`src/rtl/cal_seq_pkg.sv`:
```
package cal_seq_pkg;

  typedef enum logic [4:0] {
    ST_RESET    = 5'b00001,
    ST_WAITCLK  = 5'b00010,
    ST_CAL      = 5'b00100,
    ST_LOCKED   = 5'b01000,
    ST_HOLDOVER = 5'b10000
  } calState_t;

  // control -> datapath
  typedef struct packed {
    logic latchFreq;
  } ctrlStrobe_t;

  // datapath -> control
  typedef struct packed {
    logic rstHeld;
    logic rstRise;
    logic cfgChange;
    logic outOfRange;
    logic driftTrip;
  } dpEvent_t;

endpackage

```
`src/rtl/cal_seq_datapath.sv`:
```
module cal_seq_datapath
  import cal_seq_pkg::*;
#(
  parameter int CFG_W = 6,
  parameter int CNT_W = 16
) (
  input  logic             clk,
  input  logic             porPulse,
  input  logic             rstPinN,
  input  logic [CFG_W-1:0] cfgPins,
  input  logic             loopOutOfRange,
  input  logic [CNT_W-1:0] freqCount,
  input  ctrlStrobe_t      strobe,
  output dpEvent_t         events
);

  // diff * 2000 = diff*2048 - diff*32 - diff*16
  localparam int SW = CNT_W + 11;

  logic             rstS1, rstS2, rstPrev;
  logic [CFG_W-1:0] cfgS1, cfgS2, cfgPrev;
  logic [1:0]       primeCnt;
  logic [CNT_W-1:0] freqRef;
  logic             refValid;
  logic [CNT_W-1:0] diff;
  logic [SW-1:0]    diffExt, scaled;

  always_ff @(posedge clk) begin
    if (porPulse) begin
      rstS1    <= 1'b0;
      rstS2    <= 1'b0;
      rstPrev  <= 1'b0;
      cfgS1    <= '0;
      cfgS2    <= '0;
      cfgPrev  <= '0;
      primeCnt <= '0;
    end else begin
      rstS1   <= rstPinN;
      rstS2   <= rstS1;
      rstPrev <= rstS2;
      cfgS1   <= cfgPins;
      cfgS2   <= cfgS1;
      cfgPrev <= cfgS2;
      if (primeCnt != 2'd3) primeCnt <= primeCnt + 2'd1;
    end
  end

  always_ff @(posedge clk) begin
    if (porPulse) begin
      freqRef  <= '0;
      refValid <= 1'b0;
    end else if (strobe.latchFreq) begin
      freqRef  <= freqCount;
      refValid <= 1'b1;
    end
  end

  always_comb begin
    diff    = (freqCount >= freqRef) ? (freqCount - freqRef) : (freqRef - freqCount);
    diffExt = SW'(diff);
    scaled  = (diffExt << 11) - (diffExt << 5) - (diffExt << 4);
  end

  assign events.rstHeld    = ~rstS2;
  assign events.rstRise    = rstS2 & ~rstPrev;
  assign events.cfgChange  = (primeCnt == 2'd3) && (cfgS2 != cfgPrev);
  assign events.outOfRange = loopOutOfRange;
  assign events.driftTrip  = refValid && (scaled >= SW'(freqRef));

endmodule

```
`src/rtl/cal_seq_ctrl.sv`:
```
module cal_seq_ctrl
  import cal_seq_pkg::*;
(
  input  logic        clk,
  input  logic        porPulse,
  input  dpEvent_t    events,
  input  logic        inClkAlarm,
  input  logic        refPresent,
  input  logic        calDone,
  output ctrlStrobe_t strobe,
  output logic        calStart,
  output logic        lossOfLock,
  output logic        holdover,
  output logic        locked
);

  calState_t state, nxt;
  logic      clkOk, trig;

  assign clkOk = ~inClkAlarm & refPresent;
  assign trig  = events.rstRise | events.cfgChange | events.outOfRange;

  always_comb begin
    nxt = state;
    unique case (state)
      ST_RESET:    if (!events.rstHeld) nxt = ST_WAITCLK;
      ST_WAITCLK:  if (clkOk) nxt = ST_CAL;
      ST_CAL: begin
        if (trig || !clkOk) nxt = ST_WAITCLK;
        else if (calDone)   nxt = ST_LOCKED;
      end
      ST_LOCKED: begin
        if (trig || events.driftTrip) nxt = ST_WAITCLK;
        else if (inClkAlarm)          nxt = ST_HOLDOVER;
      end
      ST_HOLDOVER: begin
        if (trig)             nxt = ST_WAITCLK;
        else if (!inClkAlarm) nxt = ST_LOCKED;
      end
      default: nxt = ST_RESET;
    endcase
    if (events.rstHeld) nxt = ST_RESET;
  end

  assign strobe.latchFreq = (state == ST_CAL) && (nxt == ST_LOCKED);

  always_ff @(posedge clk) begin
    if (porPulse) begin
      state    <= ST_RESET;
      calStart <= 1'b0;
    end else begin
      state    <= nxt;
      calStart <= (nxt == ST_CAL) && (state != ST_CAL);
    end
  end

  assign locked     = state[3];
  assign holdover   = state[4];
  assign lossOfLock = ~state[3];

endmodule

```
`src/rtl/pll_cal_sequencer.sv`:
```
module pll_cal_sequencer
  import cal_seq_pkg::*;
#(
  parameter int CFG_W = 6,
  parameter int CNT_W = 16
) (
  input  logic             clk,
  input  logic             porPulse,
  input  logic             rstPinN,
  input  logic [CFG_W-1:0] cfgPins,
  input  logic             loopOutOfRange,
  input  logic             inClkAlarm,
  input  logic             refPresent,
  input  logic [CNT_W-1:0] freqCount,
  input  logic             calDone,
  output logic             calStart,
  output logic             lossOfLock,
  output logic             holdover,
  output logic             locked
);

  ctrlStrobe_t strobe;
  dpEvent_t    events;

  cal_seq_datapath #(.CFG_W(CFG_W), .CNT_W(CNT_W)) uDp (
    .clk(clk), .porPulse(porPulse), .rstPinN(rstPinN), .cfgPins(cfgPins),
    .loopOutOfRange(loopOutOfRange), .freqCount(freqCount),
    .strobe(strobe), .events(events)
  );

  cal_seq_ctrl uCtrl (
    .clk(clk), .porPulse(porPulse), .events(events),
    .inClkAlarm(inClkAlarm), .refPresent(refPresent), .calDone(calDone),
    .strobe(strobe), .calStart(calStart), .lossOfLock(lossOfLock),
    .holdover(holdover), .locked(locked)
  );

endmodule

```
`config.mk`:
```
export PLATFORM = sky130hd
export DESIGN_NAME = pll_cal_sequencer
export DESIGN_NICKNAME = d
export VERILOG_FILES = /design/src/rtl/cal_seq_pkg.sv /design/src/rtl/cal_seq_datapath.sv /design/src/rtl/cal_seq_ctrl.sv /design/src/rtl/pll_cal_sequencer.sv
export SDC_FILE = /design/constraint.sdc
export NUM_CORES = 1
export LEC_CHECK = 0
export BUFFER_PORTS_ARGS = -buffer_cell sky130_fd_sc_hd__buf_2
export CORE_MARGIN = 2
export CORE_UTILIZATION = 47
export CTS_CLUSTER_SIZE = 40
export DETAILED_ROUTE_END_ITERATION = 8
export HOLD_SLACK_MARGIN = 0.05
export SYNTH_ARGS = -nofsm -noshare
export SYNTH_HDL_FRONTEND = slang
export SYNTH_SLANG_ARGS = --single-unit
```
`constraint.sdc`:
```
create_clock -name clk -period 7.7 [get_ports clk]
set_clock_uncertainty 0.1 [all_clocks]
set_input_delay 0.77 -clock clk [delete_from_list [all_inputs] [get_ports clk]]
set_output_delay 0.77 -clock clk [all_outputs]
set_load 0.05 [all_outputs]
```
# Word-level counts from Yosys, hierarchy flattened
# Cells that the tools add are included.
[classes] add_sub_neg=5 mul=0 n_div=0 order_cmp=2 n_eq_ne=11 shift=0 muxes=10 bitwise=7 reduce_logical=7
[ops] op="$mux 5" count=8
[ops] op="$sub 16x16->16" count=2
[ops] op="$ge 27x16->1" count=1
[ops] op="$sub 27x20->27" count=1
[ops] op="$sub 27x21->27" count=1
[ops] op="$pmux 5 s5" count=1
[ops] op="$ge 16x16->1" count=1
[ops] op="$mux 16" count=1
[ops] op="$eq 5x3->1 const B" count=2
[ops] op="$eq 5x4->1 const B" count=2
[ops] op="$ne 6x6->1" count=1
[ops] op="$eq 5x1->1 const B" count=1
[ops] op="$eq 5x2->1 const B" count=1
[ops] op="$eq 5x5->1 const B" count=1
[ops] op="$ne 5x3->1 const B" count=1
[ops] op="$logic_and 1x1->1" count=4
[ops] op="$not 1->1" count=3
[ops] op="$add 2x1->2 const B" count=1
[ops] op="$and 1x1->1" count=2
[ops] op="$eq 2x2->1 const B" count=1
[ops] op="$logic_or 1x1->1" count=2
[ops] op="$ne 2x2->1 const B" count=1
[ops] op="$or 1x1->1" count=2
[ops] op="$logic_not 1->1" count=1
[word_totals] regBits=46 latch_bits=0 ramBits=0 romBits=0 inputBits=29 elab_cells=53 mem_count=0

# Longest topological paths before layout
# Gate-level depths: netlist of the first run.
[logic_depth] depth_word=12 depth_mapped=32

# Modules after synthesis
# Synthesis of the first run repeated with hierarchy kept, for this count alone.
[unflattened] cells_unflattened=685 area_unflattened_um2=5418.9
[by_module_without_submodules] mod="cal_seq_datapath" n_inst=1 cells_each=632 area_per_inst_um2=5017.3 seq_area_each_um2=800.8
[by_module_without_submodules] mod="cal_seq_ctrl" n_inst=1 cells_each=53 area_per_inst_um2=401.6 seq_area_each_um2=120.1

# Worst setup path after synthesis of the first run
# Ideal clock, no wire load.
[synth_path] kind="input port to flip-flop" start="input freqCount[13]" end="register uCtrl.state[1]" arrival_ns=6.432 t_required_ns=7.480 path_slack_ns=1.049 path_stages=31 path_buffers=4 cell_sequence="inv_1 ha_1 buf_6 and4_1 buf_6 nor3b_4 a211oi_4 nand2_1 buf_2 a311oi_1 a21oi_1 xnor2_1 xnor2_1 ha_1 a21o_1 ha_1 clkbuf_1 a21o_1 a21o_1 a21oi_1 o21a_1 o31ai_2 xor2_1 ha_1 nand4_1 a211oi_1 a2111oi_2 o2111ai_1 nor4b_2 a41oi_2 o31a_1"
[synth_via] elab_chain_len=10 word_cells_on_any_way=12 cone_classes="4 x add/sub; 2 x order compare; 4 x mux; 2 x reduce/logical"
[synth_lines] element="start, declared" line_no="pll_cal_sequencer.sv:14" text="input logic [CNT_W-1:0] freqCount,"
[synth_lines] element="$sub 16x16->16 / $ge 16x16->1 (equally long branches)" line_no="cal_seq_datapath.sv:59" text="diff = (freqCount >= freqRef) ? (freqCount - freqRef) : (freqRef - freqCount);"
[synth_lines] element="$mux 16 *" line_no="cal_seq_datapath.sv:59"
[synth_lines] element="$sub 27x21->27" line_no="cal_seq_datapath.sv:61" text="scaled = (diffExt << 11) - (diffExt << 5) - (diffExt << 4);"
[synth_lines] element="$sub 27x20->27 *" line_no="cal_seq_datapath.sv:61"
[synth_lines] element="$ge 27x16->1 *" line_no="cal_seq_datapath.sv:68" text="assign events.driftTrip = refValid && (scaled >= SW'(freqRef));"
[synth_lines] element="$logic_and 1x1->1 *" line_no="cal_seq_datapath.sv:68"
[synth_lines] element="$logic_or 1x1->1 *" line_no="cal_seq_ctrl.sv:33" text="if (trig || events.driftTrip) nxt = ST_WAITCLK;"
[synth_lines] element="$mux 5 *" line_no="cal_seq_ctrl.sv:33"
[synth_lines] element="$pmux 5 s5 *" line_no="cal_seq_ctrl.sv:25" text="unique case (state)"
[synth_lines] element="$mux 5 *" line_no="cal_seq_ctrl.sv:42" text="if (events.rstHeld) nxt = ST_RESET;"
[synth_lines] element="end signal, assigned" line_no="cal_seq_ctrl.sv:52" text="state <= nxt;"
[synth_lines] element="end, declared" line_no="cal_seq_ctrl.sv:17" text="calState_t state, nxt;"
# Every way passes the cells marked *; elsewhere a longest branch is shown, timed or not.
# A chain may end at the register's enable or synchronous reset.

# Worst setup path after layout of the first run
[layout_path] start="input freqCount[10]" end="register uCtrl.state[1]"
# Same word-level chain as after synthesis.

==> results of run 1 <==
==> flip-flops by register name, summed over array words and instances, names as in the netlist <==
signal          cells
uCtrl.calStart      1
uCtrl.state         5
uDp.cfgPrev         6
uDp.cfgS1           6
uDp.cfgS2           6
uDp.freqRef        16
uDp.primeCnt        2
uDp.refValid        1
uDp.rstPrev         1
uDp.rstS1           1
uDp.rstS2           1
==> where the power goes <==
part / total (mW) / leakage (nW) / internal (mW) / switching (mW)
Combinational: 1.04 / 2.24 / 0.427 / 0.618
Sequential: 0.248 / 0.375 / 0.245 / 0.00335
Clock: 0.248 / 0.0771 / 0.153 / 0.0950
Total: 1.54 / 2.69 / 0.825 / 0.717
==> worst max-delay path by stage <==
stage	startpoint	slack [ns]	to	cells after the start
3_5_place_dp	freqCount[13]	0.16	uCtrl.state[1]	26
2_1_floorplan	freqCount[13]	1.05	uCtrl.state[1]	31
4_1_cts	freqCount[13]	0.44	uCtrl.state[1]	26
5_1_grt	freqCount[13]	-0.02	uCtrl.state[1]	27
6_report	freqCount[10]	0.53	uCtrl.state[1]	26
3_3_place_gp	freqCount[13]	0.30	uCtrl.state[1]	25
==> cells by family after synthesis <==
kind of cell,Yosys count,synth area share
AOI/OAI and AO/OA,216,0.276
and+or+nand+nor,209,0.200
buffers and inverters,90,0.0657
adders and majority gates,83,0.197
xor gates and xnor gates,48,0.0786
DFF,46,0.166
muxes,9,0.0165
==> layer usage <==
metal	wire [um]	track usage	share of wire
met1	7100	0.323	0.49
met2	6500	0.370	0.45
met3	541	0.0238	0.038
met4	282	0.0675	0.020
met5	0	0	0
==> cell usage in the layout, fill, tap and decap left out, drive strengths merged, types with 3 or more instances in the layout <==
cell,count
and2,5
o21bai,7
o41ai,3
nor2b,29
inv,61
o22ai,4
o211ai,8
o21ai,33
nand2,33
mux2i,8
ha,76
a21oi,70
or2,3
a211oi,9
a31o,5
o31ai,3
a21boi,7
nor3,5
nor2,70
nor4,4
fa,7
xnor2,29
a31oi,5
xor2,19
nand3,12
o2111ai,7
and3,6
clkbuf,6
o21a,5
dfxtp,46
or3,6
a21o,27
a311oi,3
and4,5
nand2b,9
nand4,14
buf,45
==> layout make-up <==
type / count / share of cell area
multi-input cells: 565 / 0.710
well taps: 143 / 0.0296
flip-flops and latches: 46 / 0.152
inverters: 61 / 0.0379
clock buffers: 6 / 0.0213
clock inverters: 2 / 0.00621
repair buffers: 45 / 0.0427
==> repair_timing <==
action | in CTS | in global routing
buffers inserted | 0 | 3
endpoints found under the setup margin | 0 | 2
resized for setup | 0 | 5
==> through the flow <==
stage	instances	total power, mW	setup TNS (ns)	hold slack [ns]
floorplan	701	1.03	0	0.314
global placement	857	1.25	0	0.316
detailed placement	857	1.26	0	0.320
CTS	865	1.52	0	0.335
global route	868	1.67	-0.0170	0.360
finish	868	1.54	0	0.333
==> metrics, run 1 <==
Filler Cells Inserted=1054; layout cells sized above 1=0.131; crit path launch type=input pin; family with the most delay on the worst path=compound AO/OA/AOI/OAI gates; Die Y=113 um; wire per inst=16.6 um; First-pass DRT Iterations=6; Cell Pwr Density=255 nW/um^2; # hold bufs at CTS=0; Worst Path Class, Setup=input pin to flip-flop; Clock Tree Buf Depth=2; Fin. Hold Viols=0; final core occ=0.527; Die Wd=approximately 110 um; Design Area, Final=around 6000 um^2; Yosys reg bits=46; worst-margin pin slew=0.705 ns; global route overflow=0; GPL Wtd Cong=roughly 0.91; Max Fclk=0.139 GHz; max-slew headroom at the worst pin=0.527; hpwl dp=11700 um; H-tree Lvls=2; Yosys top cell by area=ha_1; Sink Count=46; clk slew on worst S/H paths=about 0.07 ns; top cells by area, synth=ha_1 (17%), dfxtp_1 (17%), a21oi_1 (6.3%); post-placement setup slack=~0.16 ns; post-layout minimum cycle time=just over 7 ns; Detail Route Antenna Nets=0; initial core utilization=0.483; area of the multi-input gates=4290 um^2; Clk Latency, worst-skew pair=0.29 ns; setup violators final=0; CP bufs+invs=3; first-pass GRT wire length=23500 um; Final Cycle Share=0.932; DRC Markers=0; Worst VDD drop=0.000193 V; WL final=14400 um; top cells by count, synth=ha_1 (76), a21oi_1 (70), nor2_1 (68); initial antenna violation count=0; critical path capture point type=flip-flop; worst reg2reg startpoint=uDp.freqRef[0]; Hold Path End=uDp.cfgS2[5]; I/O Buffers=32; leakage=roughly 2.7 nW; Reg-to-Reg End=uCtrl.state[1]; crit path max fanout=8; largest net degree at the start of global routing=43; sequential fraction of the synthesis area=0.166; final-report max-slew violation count=0; top_reg_cell synth=dfxtp_1; P&R area growth vs syn=9.06%; post-synthesis cell type count=81; Register Area=921 um^2; core box area=roughly 11000 um^2; num rows=39; Mean Syn Cell Area=7.90 um^2; I/O Pins=33; Post-synth EDFFs=0; total global-route track usage=0.229; vias in the first global route=4735; Num CTS Buffers=5; top-count cell post-synth=ha_1; hold_sp=uDp.cfgS1[5]; Mapped Cells=roughly 700; placed instance area=5820 um^2; critical path arrival=just over 7 ns; Critical Path RT=7.79 ns; total of max-cap violations=0; post-synth top area share=0.172; DRT iter0 DRCs=365; Final #Nets=836; Hold Crit Class=flip-flop to flip-flop; number of vias per cell=5.83; Slowest Stage Delay on Critical Path=0.44 ns; syn nets=around 810; area of the die=12700 um^2; root buffer cell=clkbuf_16; Critical Path Most Common Cell=ha_1; Ant. Diodes=0; total number of vias=5060; status=complete, no violations; Worst Reg-to-Reg Cells=26; Post-Syn Area=between 5000 and 6000 um^2; Syn. warnings=0; post-synthesis async set-or-reset flop share=0; Hold Path Stages=1; final worst setup slack=0.526 ns; worst setup slack for register-to-register paths=between 0.8 and 0.9 ns; Worst path slowest cell=ha_2; TritonCTS clock tree=yes
No activity file was read; power rests on OpenSTA's default activity.
==> inputs of run 2 (changes only) <==
- SYNTH_HIERARCHICAL: not set -> 1
==> run 2 against run 1 <==
Compared with the run above: the run now ends with negative setup slack left; area after synthesis decreased by 2.2%; highest routed layer unchanged; die area decreased by 2.1%; first-iteration DRC count increased by 0.27%; count of clock-buffer cells in the layout decreased by 1; global-route usage increased by 3.4 points; via count increased by 14%.
==> metrics, run 2 <==
status=finished with violations; failing checks=negative setup slack; Yosys top cell by area=ha_1; I/O Pins=33; I/O Buffers=32; post-synthesis cell type count=77; RSZ-0062 raised after global routing=yes; top-count cell post-synth=ha_1; worst-margin pin slew=roughly 0.73 ns; Syn. warnings=6; num rows=39; Num CTS Buffers=5; leakage=3.40 nW; core box area=between 10000 and 15000 um^2; first-pass GRT wire length=around 27000 um; top cells by area, synth=ha_1 (18%), dfxtp_1 (17%), inv_1 (4.6%); Cell Pwr Density=roughly 230 nW/um^2; Worst path slowest cell=fa_2; global route overflow=0; wire per inst=approximately 16 um; Sw Ratio=0.430; total of max-cap violations=0; DRC Markers=0; Filler Cells Inserted=a little under 1k; initial antenna violation count=0; Fin. Hold Viols=0; post-layout minimum cycle time=slightly below 8 ns; setup violators final=1; TritonCTS clock tree=yes; critical path arrival=between 7 and 8 ns; First-pass DRT Iterations=5; Yosys reg bits=46; top cells by count, synth=ha_1 (76), inv_1 (66), nor2_1 (49); H-tree Lvls=2; power share of the clock group=0.131; Register Area=921 um^2; total number of vias=5784; Die Y=111 um; critical path capture point type=flip-flop; most common cell after layout, fill and taps aside=buf_4; DRT iter0 DRCs=366; area of the multi-input gates=between 4000 and 5000 um^2; total global-route track usage=0.263; GPL Wtd Cong=0.989; Post-Syn Area=5420 um^2; final core occ=0.659; # hold bufs at CTS=0; top_reg_cell synth=dfxtp_1; crit path launch type=input pin; WL final=16700 um; largest net degree at the start of global routing=45; hpwl dp=13100 um; Mean Syn Cell Area=between 7 and 8 um^2; Post-synth EDFFs=0; initial core utilization=0.479; Cell Count, Final, Fillers Out=1021; max reg flops=16; Net Sw Power=0.733 mW; Critical Path RT=7.76 ns; Clk Latency, worst-skew pair=0.30 ns; layout cells sized above 1=0.329; number of vias per cell=5.67; final-report max-slew violation count=0; commonest cells after routing, fill and taps aside=buf_4 (172), ha_1 (68), inv_1 (63); post-synth top area share=0.175; Final #Nets=989; dpl cells=986; Slowest Stage Delay on Critical Path=approximately 0.38 ns; syn nets=797; Mapped Cells=685; Worst Path Class, Setup=input pin to flip-flop; P&R area growth vs syn=37.8%; Hold Crit Class=flip-flop to flip-flop; post-synthesis async set-or-reset flop share=0; Internal=0.970 mW; Worst VDD drop=0.000170 V; area of the die=12400 um^2; logic gate share of total power=0.722; Seq pwr share=0.146; sequential fraction of the synthesis area=0.170; Max Fclk=between 0.1 and 0.15 GHz; Final Cycle Share=1.00; Ant. Diodes=0; Detail Route Antenna Nets=0; Clock Tree Buf Depth=2; Die Wd=approximately 110 um; Most flops, register=uDp/freqRef; clk slew on worst S/H paths=0.07 ns; final worst setup slack=-0.00377 ns; vias in the first global route=5644; Sink Count=46; max-slew headroom at the worst pin=0.512; crit path max fanout=5; root buffer cell=clkbuf_16
## run 2: kinds of logic after synthesis
logic type	Yosys count	synth area share
AOI/OAI and AO/OA	204	0.257
and+or+nand+nor	195	0.189
buffers and inverters	92	0.0700
adders and majority gates	83	0.201
DFF	46	0.170
xor gates and xnor gates	42	0.0693
muxes	23	0.0427
## run 2: worst max-delay path: cells and delay by family
| family | cells | cell delay (ns) |
|---|---|---|
| fa+ha+maj | 5 | 1.27 |
| buf+inv | 6 | 0.68 |
| compound gates | 16 | 2.63 |
| xor+xnor | 3 | 0.49 |
| simple gates | 10 | 1.71 |
| mux | 1 | 0.21 |
## run 2: layout make-up
| class | instances | area share |
|---|---|---|
| clock inverters | 3 | 0.00352 |
| multi-input cells | 547 | 0.588 |
| flip-flops and latches | 46 | 0.123 |
| inverters | 67 | 0.0340 |
| clock buffers | 5 | 0.0168 |
| well taps | 143 | 0.0240 |
| repair buffers | 210 | 0.211 |
## run 2: metrics by stage
stage	setup TNS (ns)	hold slack, ns	total power, mW	area, um^2	setup slack, ns
after global placement	-8.95	0.323	1.30	6790	-0.541
after CTS	-0.00671	0.343	1.57	7100	-0.00671
final	-0.00377	0.340	1.70	7460	-0.00377
after detailed placement	-10.26	0.326	1.32	6790	-0.656
after floorplan	0	0.314	0.900	5480	0.0375
after global routing	-5.66	0.352	1.84	7460	-0.349
## run 2: path summary, 6_finish.rpt
check | cells past startpoint | from | slack, ns | to
worst min-delay path | 1 | uDp/cfgS1[1] | 0.34 | uDp/cfgS2[1]
worst min register to register | 1 | uDp/cfgS1[1] | 0.34 | uDp/cfgS2[1]
worst max register to register | 39 | uDp/freqRef[0] | 0.15 | uDp/freqRef[2]
worst max-delay path | 41 | freqCount[0] | -0.004 | uDp/freqRef[2]
## run 2: timing repair
action                                  CTS  global route
endpoints found under the setup margin   17            20
pin swaps                                 6            30
hold endpoints to repair                  0             0
setup buffers                            12            13
gates resized for setup                  11            55
cloned                                    1             1
## run 2: power groups by stage
stage | logic (mW) | clock network [mW] | registers (mW)
final | 1.23 | 0.224 | 0.249
after global routing | 1.35 | 0.241 | 0.249
after CTS | 1.09 | 0.230 | 0.249
after detailed placement | 1.07 | 0 | 0.254
after global placement | 1.05 | 0 | 0.254
after floorplan | 0.647 | 0 | 0.253
## run 2: metal layers
layer	wire length (um)	GRT usage	up-vias
met5	0	0	-
met4	460	0.0798	0
met3	850	0.0321	42
met2	7910	0.458	184
met1	7470	0.342	2715
li1	-	-	2843
